File: src/rtl/fpgm_pkg.sv
package fpgm_pkg;

   // Command codes written to the flash command register
   localparam logic [7:0] CMD_PGM_SETUP = 8'h40;
   localparam logic [7:0] CMD_VERIFY    = 8'hC0;
   localparam logic [7:0] CMD_READ_MODE = 8'h00;

   typedef enum logic [3:0] {
      S_IDLE,
      S_SETUP,
      S_PROG,
      S_PWAIT,
      S_VERIFY,
      S_RWAIT,
      S_READ,
      S_RDMODE,
      S_REPORT
   } fpgm_state_e;

endpackage

File: src/rtl/fpgm_wait_timer.sv
module fpgm_wait_timer #(
   parameter int WAIT = 10
) (
   input  logic clk,
   input  logic rst_n,
   input  logic start,
   output logic expired
);

   if (WAIT < 0) begin : g_bad_wait
      $error("fpgm_wait_timer: WAIT must be non-negative");
   end

   if (WAIT <= 1) begin : g_flag
      // Short wait: a single busy flag covers it
      logic busy_q;
      always_ff @(posedge clk or negedge rst_n) begin
         if (!rst_n) busy_q <= 1'b0;
         else        busy_q <= start;
      end
      assign expired = !busy_q;
   end else begin : g_count
      localparam int CW = $clog2(WAIT + 1);
      logic [CW-1:0] cnt_q;
      always_ff @(posedge clk or negedge rst_n) begin
         if (!rst_n)              cnt_q <= '0;
         else if (start)          cnt_q <= CW'(WAIT);
         else if (cnt_q != '0)    cnt_q <= cnt_q - 1'b1;
      end
      assign expired = (cnt_q == '0);
   end

   // A started wait is never already over on the next cycle
   assert_start_blocks_R3: assert property (@(posedge clk) disable iff (!rst_n)
      start |=> !expired);

endmodule

File: src/rtl/fpgm_attempt_ctr.sv
module fpgm_attempt_ctr #(
   parameter int MAX = 25,
   localparam int CW = $clog2(MAX + 1)
) (
   input  logic          clk,
   input  logic          rst_n,
   input  logic          clear,
   input  logic          inc,
   output logic [CW-1:0] cnt,
   output logic          at_max
);

   if (MAX < 1) begin : g_bad_max
      $error("fpgm_attempt_ctr: MAX must be at least 1");
   end

   logic [CW-1:0] cnt_q;

   always_ff @(posedge clk or negedge rst_n) begin
      if (!rst_n)     cnt_q <= '0;
      else if (clear) cnt_q <= '0;
      else if (inc)   cnt_q <= cnt_q + 1'b1;
   end

   assign cnt    = cnt_q;
   assign at_max = (cnt_q == CW'(MAX));

   // No pulse is counted once the budget is spent
   assert_no_pulse_past_cap_R6: assert property (@(posedge clk) disable iff (!rst_n)
      inc |-> !at_max);

   // A fresh request always starts from zero
   assert_clear_zero_R8: assert property (@(posedge clk) disable iff (!rst_n)
      (clear && !inc) |=> (cnt == '0));

endmodule

File: src/rtl/flash_pgm_seq.sv
module flash_pgm_seq
   import fpgm_pkg::*;
#(
   parameter int AW         = 17,
   parameter int DW         = 8,
   parameter int PULSE_CYC  = 1000,
   parameter int RECOV_CYC  = 600,
   parameter int MAX_PULSES = 25
) (
   input  logic                            clk,
   input  logic                            rst_n,
   input  logic                            req_valid,
   output logic                            req_ready,
   input  logic [AW-1:0]                   req_addr,
   input  logic [DW-1:0]                   req_data,
   input  logic                            req_last,
   output logic                            bus_valid,
   output logic                            bus_we,
   output logic [AW-1:0]                   bus_addr,
   output logic [DW-1:0]                   bus_wdata,
   input  logic                            bus_done,
   input  logic [DW-1:0]                   bus_rdata,
   output logic                            res_valid,
   output logic                            res_ok,
   output logic [$clog2(MAX_PULSES+1)-1:0] res_pulses,
   output logic [AW-1:0]                   res_addr
);

   localparam int PCW    = $clog2(MAX_PULSES + 1);
   localparam int GAPMAX = ((PULSE_CYC > RECOV_CYC) ? PULSE_CYC : RECOV_CYC) + 1;
   localparam int GW     = $clog2(GAPMAX + 1);

   if (AW < 1 || DW < 8 || MAX_PULSES < 1 || PULSE_CYC < 0 || RECOV_CYC < 0) begin : g_bad_param
      $error("flash_pgm_seq: parameter out of range");
   end

   fpgm_state_e st_q, st_d;
   logic [AW-1:0] addr_q;
   logic [DW-1:0] data_q;
   logic          last_q;
   logic          ok_q;

   logic accept;
   logic pulse_start, pulse_over;
   logic recov_start, recov_over;
   logic cnt_clear, cnt_inc, cnt_at_max;
   logic [PCW-1:0] cnt;
   logic match;

   assign req_ready = (st_q == S_IDLE);
   assign accept    = req_valid && req_ready;

   assign pulse_start = (st_q == S_PROG)   && bus_done;
   assign recov_start = (st_q == S_VERIFY) && bus_done;
   assign cnt_clear   = accept;
   assign cnt_inc     = pulse_start;
   assign match       = (bus_rdata == data_q);

   fpgm_wait_timer #(.WAIT(PULSE_CYC)) pulse_tmr_i (
      .clk     (clk),
      .rst_n   (rst_n),
      .start   (pulse_start),
      .expired (pulse_over)
   );

   fpgm_wait_timer #(.WAIT(RECOV_CYC)) recov_tmr_i (
      .clk     (clk),
      .rst_n   (rst_n),
      .start   (recov_start),
      .expired (recov_over)
   );

   fpgm_attempt_ctr #(.MAX(MAX_PULSES)) attempt_i (
      .clk    (clk),
      .rst_n  (rst_n),
      .clear  (cnt_clear),
      .inc    (cnt_inc),
      .cnt    (cnt),
      .at_max (cnt_at_max)
   );

   // Sequencing
   always_comb begin
      st_d = st_q;
      unique case (st_q)
         S_IDLE:   if (accept)     st_d = S_SETUP;
         S_SETUP:  if (bus_done)   st_d = S_PROG;
         S_PROG:   if (bus_done)   st_d = S_PWAIT;
         S_PWAIT:  if (pulse_over) st_d = S_VERIFY;
         S_VERIFY: if (bus_done)   st_d = S_RWAIT;
         S_RWAIT:  if (recov_over) st_d = S_READ;
         S_READ: begin
            if (bus_done) begin
               if (match)           st_d = last_q ? S_RDMODE : S_REPORT;
               else if (cnt_at_max) st_d = S_RDMODE;
               else                 st_d = S_SETUP;
            end
         end
         S_RDMODE: if (bus_done)   st_d = S_REPORT;
         S_REPORT:                 st_d = S_IDLE;
         default:                  st_d = S_IDLE;
      endcase
   end

   always_ff @(posedge clk or negedge rst_n) begin
      if (!rst_n) begin
         st_q   <= S_IDLE;
         addr_q <= '0;
         data_q <= '0;
         last_q <= 1'b0;
         ok_q   <= 1'b0;
      end else begin
         st_q <= st_d;
         if (accept) begin
            addr_q <= req_addr;
            data_q <= req_data;
            last_q <= req_last;
            ok_q   <= 1'b0;
         end else if (st_q == S_READ && bus_done) begin
            ok_q <= match;
         end
      end
   end

   // Bus request fields decoded from the state
   always_comb begin
      bus_valid = 1'b0;
      bus_we    = 1'b1;
      bus_addr  = addr_q;
      bus_wdata = '0;
      unique case (st_q)
         S_SETUP:  begin bus_valid = 1'b1; bus_wdata = DW'(CMD_PGM_SETUP); end
         S_PROG:   begin bus_valid = 1'b1; bus_wdata = data_q;             end
         S_VERIFY: begin bus_valid = 1'b1; bus_wdata = DW'(CMD_VERIFY);    end
         S_READ:   begin bus_valid = 1'b1; bus_we    = 1'b0;               end
         S_RDMODE: begin bus_valid = 1'b1; bus_wdata = DW'(CMD_READ_MODE); end
         default:  ;
      endcase
   end

   assign res_valid  = (st_q == S_REPORT);
   assign res_ok     = ok_q;
   assign res_pulses = cnt;
   assign res_addr   = addr_q;

   // Checker state: cycles since the last completed bus access
   logic [GW-1:0] gap_q;
   always_ff @(posedge clk or negedge rst_n) begin
      if (!rst_n)                   gap_q <= '0;
      else if (bus_done)            gap_q <= '0;
      else if (gap_q != GW'(GAPMAX)) gap_q <= gap_q + 1'b1;
   end

   assert_pulse_gap_R3: assert property (@(posedge clk) disable iff (!rst_n)
      ($rose(bus_valid) && bus_we && bus_wdata == DW'(CMD_VERIFY)) |-> (gap_q >= GW'(PULSE_CYC)));

   assert_recov_gap_R4: assert property (@(posedge clk) disable iff (!rst_n)
      ($rose(bus_valid) && !bus_we) |-> (gap_q >= GW'(RECOV_CYC)));

   assert_result_single_R5: assert property (@(posedge clk) disable iff (!rst_n)
      res_valid |=> !res_valid);

   assert_fail_readmode_R7: assert property (@(posedge clk) disable iff (!rst_n)
      (res_valid && !res_ok) |->
         $past(bus_done && bus_valid && bus_we && bus_wdata == DW'(CMD_READ_MODE)));

   assert_ready_quiet_R8: assert property (@(posedge clk) disable iff (!rst_n)
      req_ready |-> (!bus_valid && !res_valid));

   assert_bus_hold_R9: assert property (@(posedge clk) disable iff (!rst_n)
      (bus_valid && !bus_done) |=>
         (bus_valid && $stable(bus_we) && $stable(bus_addr) && $stable(bus_wdata)));

endmodule

File: config.mk
export PLATFORM = sky130hd
export DESIGN_NAME = flash_pgm_seq
export DESIGN_NICKNAME = d
export VERILOG_FILES = /design/src/rtl/fpgm_pkg.sv /design/src/rtl/fpgm_wait_timer.sv /design/src/rtl/fpgm_attempt_ctr.sv /design/src/rtl/flash_pgm_seq.sv
export SDC_FILE = /design/constraint.sdc
export NUM_CORES = 1
export LEC_CHECK = 0
export BUFFER_PORTS_ARGS = -buffer_cell sky130_fd_sc_hd__buf_2
export CAP_MARGIN = 20
export CORE_MARGIN = 1.5
export CORE_UTILIZATION = 55
export CTS_BUF_LIST = sky130_fd_sc_hd__clkbuf_16
export DETAILED_ROUTE_END_ITERATION = 16
export PLACE_DENSITY = 0.9
export REMOVE_ABC_BUFFERS = 1
export SYNTH_ARGS = -nofsm -noshare
export SYNTH_HDL_FRONTEND = slang
export SYNTH_SLANG_ARGS = --single-unit
File: constraint.sdc
create_clock -name clk -period 5.3 [get_ports clk]
set_input_delay 0.53 -clock clk [delete_from_list [all_inputs] [get_ports clk]]
set_output_delay 0.53 -clock clk [all_outputs]
set_load 0.05 [all_outputs]
# ---- After elaboration in Yosys (flattened, before gate mapping)
# Cells that the tools add are included.
dict set report word_totals {
  ff_bits 56
  out_inout_bits 52
}
dict set report op_classes {
  n_addsub 3
  eq_ne 18
  mux 23
  reduce_logical 15
}
# op count
set op_table {}
lappend op_table {{$mux 10} 4}
lappend op_table {{$mux 4} 10}
lappend op_table {{$pmux 4 s8} 1}
lappend op_table {{$pmux 8 s3} 1}
lappend op_table {{$logic_not 10->1} 2}
lappend op_table {{$reduce_bool 10->1} 2}
lappend op_table {{$sub 10x1->10 const B} 2}
lappend op_table {{$eq 4x3->1 const B} 4}
lappend op_table {{$ne 2x2->1 const B} 7}
lappend op_table {{$mux 5} 2}
lappend op_table {{$eq 4x2->1 const B} 2}
lappend op_table {{$eq 8x8->1} 1}
lappend op_table {{$reduce_and 8->1} 1}
lappend op_table {{$reduce_bool 2->1} 4}
lappend op_table {{$add 5x1->5 const B} 1}
lappend op_table {{$eq 5x5->1 const B} 1}
lappend op_table {{$reduce_or 5->1} 1}
lappend op_table {{$eq 4x1->1 const B} 1}
lappend op_table {{$eq 4x4->1 const B} 1}
lappend op_table {{$logic_and 1x1->1} 4}
lappend op_table {{$logic_not 4->1} 1}
lappend op_table {{$mux 1} 4}
lappend op_table {{$mux 3} 1}
lappend op_table {{$ne 2x1->1 const B} 1}

# ---- Logic depth before layout (Yosys ltp)
# Gate-level depths: netlist (run 1).
dict set report logic_depth {
  depth_word 5
  ltp_mapped 8
}

# ---- Cells and area by module
# Synthesis (run 1) repeated with hierarchy kept, for this count alone.
dict set report unflattened {
  hier_cells 280
  area_unflattened_um2 3205.6
}
# module n_inst cells_per_inst area_each_um2
set by_module_without_submodules {}
lappend by_module_without_submodules {flash_pgm_seq 1 151 1821.7}
lappend by_module_without_submodules {{fpgm_wait_timer (recov_tmr_i)} 1 54 568.0}
lappend by_module_without_submodules {{fpgm_wait_timer (pulse_tmr_i)} 1 50 535.5}
lappend by_module_without_submodules {fpgm_attempt_ctr 1 25 280.3}

# ---- Worst setup path after synthesis (run 1)
# OpenSTA, ideal clock, no wires.
dict set report synth_path {
  kind {register -> register}
  startpoint {reg st_q[1]}
  endpoint {reg addr_q[0], in the netlist bus_addr[0]}
  setup_time_ns 0.125
  arrival_ns 3.155
  setup_slack_ns 2.020
  path_stages_with_launch 7
  path_buffers 3
  period_less_slack_ns 3.280
  cell_sequence {dfrtp_1 buf_2 nor4_1 and2_1 buf_2 buf_2 mux2_2}
}
dict set report synth_between {
  elab_chain_cells 2
}
# item line_no
set synth_rtl {}
lappend synth_rtl {{from (decl)} flash_pgm_seq.sv:37} ;# fpgm_state_e st_q, st_d;
lappend synth_rtl {{from (signal assigned)} flash_pgm_seq.sv:113} ;# st_q <= st_d;
lappend synth_rtl {{$logic_not 4->1} flash_pgm_seq.sv:50} ;# assign req_ready = (st_q == S_IDLE);
lappend synth_rtl {{via req_ready} flash_pgm_seq.sv:13} ;# output logic req_ready,
lappend synth_rtl {{$logic_and 1x1->1} flash_pgm_seq.sv:51} ;# assign accept = req_valid && req_ready;
lappend synth_rtl {{to (signal assigned)} flash_pgm_seq.sv:115} ;# addr_q <= req_addr;
lappend synth_rtl {{to (decl)} flash_pgm_seq.sv:38} ;# logic [AW-1:0] addr_q;
# The timed path passes the listed nets, and every way through them passes these cells.
# A chain may end at the register's enable or synchronous reset.

# ---- Final worst setup path (run 1)
dict set report layout_path {
  startpoint {reg recov_tmr_i.g_count.cnt_q[0]}
  endpoint {reg st_q[3]}
}
dict set report layout_between {
  elab_chain_cells 3
}
# item line_no
set layout_rtl {}
lappend layout_rtl {{from (decl)} fpgm_wait_timer.sv:24} ;# logic [CW-1:0] cnt_q;
lappend layout_rtl {{from (signal assigned)} fpgm_wait_timer.sv:27} ;# else if (start) cnt_q <= CW'(WAIT);
lappend layout_rtl {{from (signal assigned)} fpgm_wait_timer.sv:28} ;# else if (cnt_q != '0) cnt_q <= cnt_q - 1'b1;
lappend layout_rtl {{$logic_not 10->1} fpgm_wait_timer.sv:30} ;# assign expired = (cnt_q == '0);
lappend layout_rtl {{$ne 2x2->1 (no source line)} n/a}
lappend layout_rtl {{$reduce_and 8->1 (no source line)} n/a}
# Every way passes these cells.

==> results of run 1 <==
==> flip-flops by register name, summed over array words and instances, names as in the netlist <==
register / cells
attempt_i.cnt: 5
bus_addr: 17
data_q: 8
last_q: 1
pulse_tmr_i.g_count.cnt_q: 10
recov_tmr_i.g_count.cnt_q: 10
res_ok: 1
st_q: 4
==> kinds of logic (layout without fill, tap and decap cells) <==
kind of cell	after synthesis	count (layout)
AND/OR/NAND/NOR	113	113
flip-flops	56	56
buffers and inverters	38	109
AO/OA/AOI/OAI	29	29
multiplexers	26	26
XOR/XNOR	20	20
adder cells (fa/ha/maj)	4	4
==> metrics by stage <==
step	total power (W)	std cells
floorplan	0.00191	258
global placement	0.00221	419
detailed placement	0.00228	419
CTS	0.00267	427
global route	0.00280	427
finish	0.00267	427
==> final timing paths <==
check                                        startpoint                      endpoint  cells after the start
max reg2reg                recov_tmr_i.g_count.cnt_q[0]                       st_q[3]                      7
min reg2reg                                bus_addr[14]                  bus_addr[14]                      1
max                        recov_tmr_i.g_count.cnt_q[0]                       st_q[3]                      7
min in group clk                            req_data[7]                     data_q[7]                      2
min                                               rst_n  recov_tmr_i.g_count.cnt_q[2]                      2
max in group asynchronous                         rst_n                     data_q[5]                      2
==> layer usage <==
metal | vias to the layer above | track usage (%) | wire length, um
li1 | 1122 | - | -
met1 | 1180 | 30.3 | 2810
met2 | 106 | 45.0 | 3720
met3 | 25 | 5.60 | 422
met4 | 0 | 13.1 | 262
met5 | - | 0 | 0
==> where the power goes <==
group          internal, W  switching [W]
registers         0.000612       0.000217
logic             0.000434        0.00102
clock network     0.000225       0.000158
==> final cells by class <==
class                      instances  area, sq um  share of cell area (%)
clock buffer                       5          125                    3.54
clock inverter                     3         46.3                    1.31
inverter                          10         37.5                    1.06
multi-input combinational        192         1370                    38.9
sequential                        56         1400                    39.7
tap                               70         87.6                    2.48
timing repair buffer              91          460                    13.0
==> cell usage after synthesis (2+ instances only) <==
cell and number:
dfrtp_1 56, nor2_1 30, mux2_2 25, buf_4 17, nand2_1 14, xnor2_1 12, inv_1 10, nand3_1 10
nor3_1 10, a21oi_1 9, and2_1 8, xor2_1 8, buf_2 6, a211oi_1 5, clkbuf_1 4, ha_1 4
nand4_1 4, nor2b_1 4, nor4_1 4, o21ai_0 4, and3_1 3, nand2b_1 3, or3_1 3, and4_1 2
nand3b_1 2, nand4b_1 2, nor4_4 2, nor4b_1 2, o211ai_1 2, o31ai_1 2, or4_1 2
==> worst register-to-register path, cell delays in order (launching register included) <==
cell and delay [ns]:
dfrtp_1 0.40, inv_1 0.07, ha_1 0.17, nor2b_1 0.31, nand4b_1 0.46, a32o_2 0.46
or4_4 0.54, a211oi_2 0.17
==> summary.txt, run 1 <==
OUTCOME
-------------------------------------------------------------------------------
Outcome                                                            complete, no violations

LOGIC SYNTHESIS
-------------------------------------------------------------------------------
Post-synthesis cell type count                                               48
Ys flop type                                                            dfrtp_1
Fraction of registers with async set or reset after synthesis              100%
Netlist Area Pre-Place                                               2990 sq um
Post-synthesis adder-cell area fraction                                   1.67%
Synth area leader                                                       dfrtp_1
Number of standard cells after synthesis                                    286
Flip-flop and latch count after synthesis                                    56
Mux cell area share after synthesis                                       9.75%
Main combinational cell family by area after synthesis             simple AND/OR/NAND/NOR gates
Post-synth top area share                                                 46.9%
EDFF count, synth                                                             0
Yosys synthesis warning count                                                 0
Post-Synthesis Mean Instance Area                                    10.5 sq um
Area share of and/or/nand/nor cells after synthesis                       22.2%
Register area share after synthesis                                       46.9%
Synthesized-area fraction occupied by xor and xnor cells                  5.86%
Top area cells in the synthesized netlist                          dfrtp_1 47%, mux2_2 9.4%, buf_4 4.3%
Complex-gate fraction of the synthesized area                             6.45%

SETUP PATH
-------------------------------------------------------------------------------
Crit path kind                                                     flip-flop to flip-flop
Critical path's largest stage delay                                     0.54 ns
Startpoint type of the worst setup path                               flip-flop
Worst R2R Setup Slack                                                   2.63 ns
Peak fanout along the critical path                                          11
Cell class contributing the biggest share of worst-path delay      simple AND/OR/NAND/NOR gates
CP max-delay cell                                                         or4_4
Endpoint kind of the worst setup timing path                          flip-flop
Data arrival at the endpoint of the critical path                       2.88 ns
Endpoint required time on the critical path                             5.51 ns
WP buf/inv                                                                    1
Critical path, cell by cell                                        inv_1 > ha_1 > nor2b_1 > nand4b_1 > a32o_2 > or4_4 > a211oi_2

PLACED DESIGN
-------------------------------------------------------------------------------
Total cell area at the placement stage                               3360 sq um
Final weighted congestion of routability-driven global placement          0.794
Worst setup slack before clock tree synthesis                           2.68 ns
Number of buffers inserted by port buffering                                 89
Final HPWL DP                                                           5160 um

CELLS AND AREA
-------------------------------------------------------------------------------
Nets                                                                        398
Commonest non-fill, non-tap cell in the layout                            buf_2
Post-route cell area                                                 3530 sq um
Fraction of layout cells with a size suffix above 1                       37.0%
Antenna cells                                                                 0
Post-Route Utilization                                                    68.3%
Most frequent cells in the layout                                  89 x buf_2, 56 x dfrtp_1, 30 x nor2_1
Synthesis-to-finish area growth                                           18.2%
Number of fill cells                                                        355

GLOBAL ROUTE
-------------------------------------------------------------------------------
Number of global-route vias before repair                                  2579
Global route total overflow                                                   0
Overall global routing resource usage                                     26.0%
Antenna violations before repair                                              0
Wire length of the first global-routing pass                           12100 um
Maximum number of pins on one net before global-route repair                 57

STA
-------------------------------------------------------------------------------
Fin Clk Skew                                                         0.00661 ns
Share of the clock period used by the worst path after layout             50.4%
Hold slack final                                                       0.368 ns
Fmax                                                                  0.375 GHz
Period minus WS final                                                   2.67 ns
Fin. Hold Viols                                                               0
Total negative setup slack                                                 0 ns
RSZ-0062 raised after global routing                                      false
Setup ws final                                                          2.63 ns
Slew headroom                                                             52.3%
Worst Tran Pin Value                                                   0.713 ns
Final count of pins violating max slew                                        0
Setup violation total in the final timing report                              0

RUN
-------------------------------------------------------------------------------
Number of maximum-capacitance constraint violations                           0

ROUTING
-------------------------------------------------------------------------------
Routed wirelength normalized by instance count                          16.9 um
Initial drt markers                                                         104
Detailed-route DRC error count                                                0
Pre-antenna DRT Iters                                                         4
Via count normalized by instance count                                     5.70
Via total after detailed routing                                           2433
Total length of routed wires                                            7220 um
Antenna-violating nets left                                                   0

FLOORPLANNING
-------------------------------------------------------------------------------
Core Footprint                                                       5170 sq um
I/O pin cnt                                                                  90
Die Footprint                                                        5890 sq um
DIE WIDTH                                                               76.7 um
Die boundary height                                                     76.7 um
Standard-cell row count                                                      26
Initial Util                                                              57.8%

CLOCK TREE
-------------------------------------------------------------------------------
Clock latency on the worst-skew pair                                    0.30 ns
Setup Buffers After CTS                                                       0
Hold_buf cts                                                                  0
Number of buffers created by CTS                                              5
Clk slew on worst S/H paths                                             0.07 ns
TritonCTS Sinks                                                              56
Clock tree from TritonCTS                                                 built
Number of gates given a new drive strength after cts                          0
Clock Tree Root                                                       clkbuf_16
Number of levels the H-tree was split into                                    2
Max Buffers Root-to-Sink                                                      2

POWER AND IR DROP
-------------------------------------------------------------------------------
Peak supply drop                                                     0.000739 V
Areal power density over the cells                                  755 nW/um^2
Leakage power of the design                                             1.64 nW

HOLD PATH
-------------------------------------------------------------------------------
Worst Hold Class                                                   primary input to asynchronous set/reset pin

No activity file was read; power rests on OpenSTA's default activity.
==> run 2, diff against run 1 <==
- ABC_AREA: default -> 1
- CORE_UTILIZATION: 55 -> 52
- PLACE_DENSITY: 0.9 -> 0.85
- clock period: 5.3 -> 2.51 ns (I/O delays scaled with it)
==> summary.txt, run 2 <==
CELLS AND AREA
-------------------------------------------------------------------------------
Most frequent cells in the layout                                  120 x nand2_1, 89 x buf_2, 56 x dfrtp_1   was 89 x buf_2, 56 x dfrtp_1, 30 x nor2_1
Fraction of layout cells with a size suffix above 1                       27.2%   was 37.0%
Nets                                                                        515   was 398
Layout Cells excl Fill                                                      549   was 427
Commonest non-fill, non-tap cell in the layout                          nand2_1   was buf_2
Number of fill cells                                                        499   was 355
Post-route cell area                                                 3650 sq um   was 3530 sq um
Antenna cells                                                                 0   unchanged
Number of flip-flops under the largest register name                         17   unchanged
Synthesis-to-finish area growth                                           16.7%   was 18.2%

STA
-------------------------------------------------------------------------------
Period minus WS final                                                   1.91 ns   was 2.67 ns
Fmax                                                                  0.522 GHz   was 0.375 GHz
Slew headroom                                                             53.5%   was 52.3%
RSZ-0062 raised after global routing                                      false   unchanged
Fin Clk Skew                                                         0.00507 ns   was 0.00661 ns
Hold slack final                                                      0.0682 ns   was 0.368 ns
Setup violation total in the final timing report                              0   unchanged
Final count of pins violating max slew                                        0   unchanged
Share of the clock period used by the worst path after layout             76.3%   was 50.4%
Worst Tran Pin Value                                                   0.698 ns   was 0.713 ns
Setup ws final                                                         0.595 ns   was 2.63 ns
Total negative setup slack                                                 0 ns   unchanged
Fin. Hold Viols                                                               0   unchanged

PLACED DESIGN
-------------------------------------------------------------------------------
Final weighted congestion of routability-driven global placement          0.919   was 0.794
Final HPWL DP                                                           5000 um   was 5160 um
Total cell area at the placement stage                               3480 sq um   was 3360 sq um
Worst setup slack before clock tree synthesis                          0.609 ns   was 2.68 ns
Post-placement cell count                                                   541   was 419
Number of buffers inserted by port buffering                                 89   unchanged

CLOCK TREE
-------------------------------------------------------------------------------
Number of levels the H-tree was split into                                    2   unchanged
Number of buffers created by CTS                                              5   unchanged
Max Buffers Root-to-Sink                                                      2   unchanged
Clock Tree Root                                                       clkbuf_16   unchanged
Number of gates given a new drive strength after cts                          0   unchanged
Clock latency on the worst-skew pair                                    0.29 ns   was 0.30 ns
Hold_buf cts                                                                  0   unchanged
Clock tree from TritonCTS                                                 built   unchanged
TritonCTS Sinks                                                              56   unchanged
Setup Buffers After CTS                                                       0   unchanged
Clk slew on worst S/H paths                                             0.07 ns   about the same

FLOORPLANNING
-------------------------------------------------------------------------------
Die boundary height                                                     80.5 um   was 76.7 um
DIE WIDTH                                                               80.5 um   was 76.7 um
Standard-cell row count                                                      28   was 26
I/O pin cnt                                                                  90   unchanged
Initial Util                                                              53.4%   was 57.8%
Die Footprint                                                        6480 sq um   was 5890 sq um
Core Footprint                                                       5850 sq um   was 5170 sq um

LOGIC SYNTHESIS
-------------------------------------------------------------------------------
Synth area leader                                                       dfrtp_1   unchanged
Post-Synthesis Mean Instance Area                                    7.81 sq um   was 10.5 sq um
Ys flop type                                                            dfrtp_1   unchanged
Area share of and/or/nand/nor cells after synthesis                       29.2%   was 22.2%
Most common cell in the netlist                                         nand2_1   was dfrtp_1
Top area cells in the synthesized netlist                          dfrtp_1 45%, nand2_1 14%, inv_1 5.9%   was dfrtp_1 47%, mux2_2 9.4%, buf_4 4.3%
Number of standard cells after synthesis                                    400   was 286
Complex-gate fraction of the synthesized area                             7.93%   was 6.45%
Yosys synthesis warning count                                                 0   unchanged
Post-synth top area share                                                 44.9%   was 46.9%
Post-synthesis adder-cell area fraction                                   1.60%   was 1.67%
Register area share after synthesis                                       44.9%   was 46.9%
Fraction of registers with async set or reset after synthesis              100%   unchanged
Post-synthesis cell type count                                               33   was 48
EDFF count, synth                                                             0   unchanged
Netlist Area Pre-Place                                               3120 sq um   was 2990 sq um
Mux cell area share after synthesis                                          0%   was 9.75%
Top cell types by occurrence after synthesis                       120 x nand2_1, 56 x dfrtp_1, 49 x inv_1   was 56 x dfrtp_1, 30 x nor2_1, 25 x mux2_2
Synthesized-area fraction occupied by xor and xnor cells                  2.80%   was 5.86%
Main combinational cell family by area after synthesis             simple AND/OR/NAND/NOR gates   unchanged
Flip-flop and latch count after synthesis                                    56   unchanged

ROUTING
-------------------------------------------------------------------------------
Detailed-route DRC error count                                                0   unchanged
Pre-antenna DRT Iters                                                         4   unchanged
Via total after detailed routing                                           2732   was 2433
Routed wirelength normalized by instance count                          12.1 um   was 16.9 um
Via count normalized by instance count                                     4.98   was 5.70
Total length of routed wires                                            6620 um   was 7220 um
Antenna-violating nets left                                                   0   unchanged
Initial drt markers                                                         148   was 104

SETUP PATH
-------------------------------------------------------------------------------
Startpoint type of the worst setup path                               flip-flop   unchanged
Peak fanout along the critical path                                          35   was 11
Worst setup startpoint                                                  st_q[1]   was recov_tmr_i.g_count.cnt_q[0]
Endpoint kind of the worst setup timing path                          flip-flop   unchanged
Data arrival at the endpoint of the critical path                       2.15 ns   was 2.88 ns
Endpoint required time on the critical path                             2.74 ns   was 5.51 ns
Worst flop-to-flop path startpoint                                      st_q[1]   was recov_tmr_i.g_count.cnt_q[0]
Crit path kind                                                     flip-flop to flip-flop   unchanged

POWER AND IR DROP
-------------------------------------------------------------------------------
Switching power total                                                 0.00292 W   was 0.00140 W
Part of the power in combinational logic                                  56.0%   was 54.5%
Clock power share                                                         14.5%   was 14.3%
Portion of total power attributed to sequential cells                     29.4%   was 31.1%
Internal power                                                        0.00254 W   was 0.00127 W
Areal power density over the cells                                 1500 nW/um^2   was 755 nW/um^2
Leakage power of the design                                             2.04 nW   was 1.64 nW
Switching Fraction                                                        53.5%   was 52.3%
Peak supply drop                                                      0.00162 V   was 0.000739 V

OUTCOME
-------------------------------------------------------------------------------
Outcome                                                            complete, no violations   unchanged

GLOBAL ROUTE
-------------------------------------------------------------------------------
Number of global-route vias before repair                                  2523   was 2579
Global route total overflow                                                   0   unchanged
Wire length of the first global-routing pass                           10700 um   was 12100 um
Maximum number of pins on one net before global-route repair                 57   unchanged
Overall global routing resource usage                                     21.4%   was 26.0%
Antenna violations before repair                                              0   unchanged

HOLD PATH
-------------------------------------------------------------------------------
Worst Hold Class                                                   primary input to asynchronous set/reset pin   unchanged

RUN
-------------------------------------------------------------------------------
Number of maximum-capacitance constraint violations                           0   unchanged

run 2: changes by cell type after synthesis, sizes merged, moves of 9 or more:
cell   previous run  this run
xnor2            12         3
inv              10        61
mux2             25         0
nand2            14       125
nor2             30        39
nand3            11        26
o21ai             5        23
run 2: kinds of logic after synthesis:
group	after synthesis
compound gates	46
buf+inv	86
fa+ha+maj	4
flops	56
simple gates	198
xor+xnor	10
run 2: layer usage:
metal	global-route usage, %	share of wire (%)	up-vias
met5	0	0	-
met4	10.2	2.5	0
met3	3.18	4.4	16
met2	38.0	52	73
met1	25.1	41	1275
li1	-	-	1368
run 2: critical path, cell delays in order (launching register included):
cell and delay (ns):
dfrtp_1 0.56, nor2_2 0.11, inv_2 0.09, nor2_4 0.05
nand2_4 0.21, clkinv_2 0.41, o21ai_1 0.26, o21a_1 0.15
run 2: through the flow:
stage               power [W]  util [%]
global placement      0.00459      59.5
global route          0.00581      62.3
CTS                   0.00548      62.3
finish                0.00546      62.3
floorplan             0.00397         -
detailed placement    0.00467      59.5
run 2: path summary, 6_finish.rpt:
check                                          endpoint  slack [ns]  depth (start not counted)
max                                    attempt_i.cnt[4]        0.60                          7
min                                           data_q[0]        0.07                          2
max reg2reg                            attempt_i.cnt[4]        0.60                          7
min reg2reg                pulse_tmr_i.g_count.cnt_q[0]        0.48                          1
max in group asynchronous                   bus_addr[0]        1.95                          2
min in group clk                            bus_addr[3]        0.15                          3
run 2: power groups by stage:
stage / Sequential [W] / Clock, W / Combinational, W
2_1_floorplan: 0.00251 / 0 / 0.00146
3_3_place_gp: 0.00160 / 0 / 0.00299
3_5_place_dp: 0.00162 / 0 / 0.00305
4_1_cts: 0.00161 / 0.000807 / 0.00307
5_1_grt: 0.00166 / 0.000843 / 0.00330
6_report: 0.00161 / 0.000794 / 0.00306
run 2: area by class of cell:
type                       count  area (sq um)  share of cell area [%]
tap                           75          93.8                    2.57
clock buffer                   5           125                    3.43
timing repair buffer          90           453                    12.4
clock inverter                 3          42.5                    1.17
multi-input combinational    258          1300                    35.6
inverter                      62           234                    6.42
sequential                    56          1400                    38.4
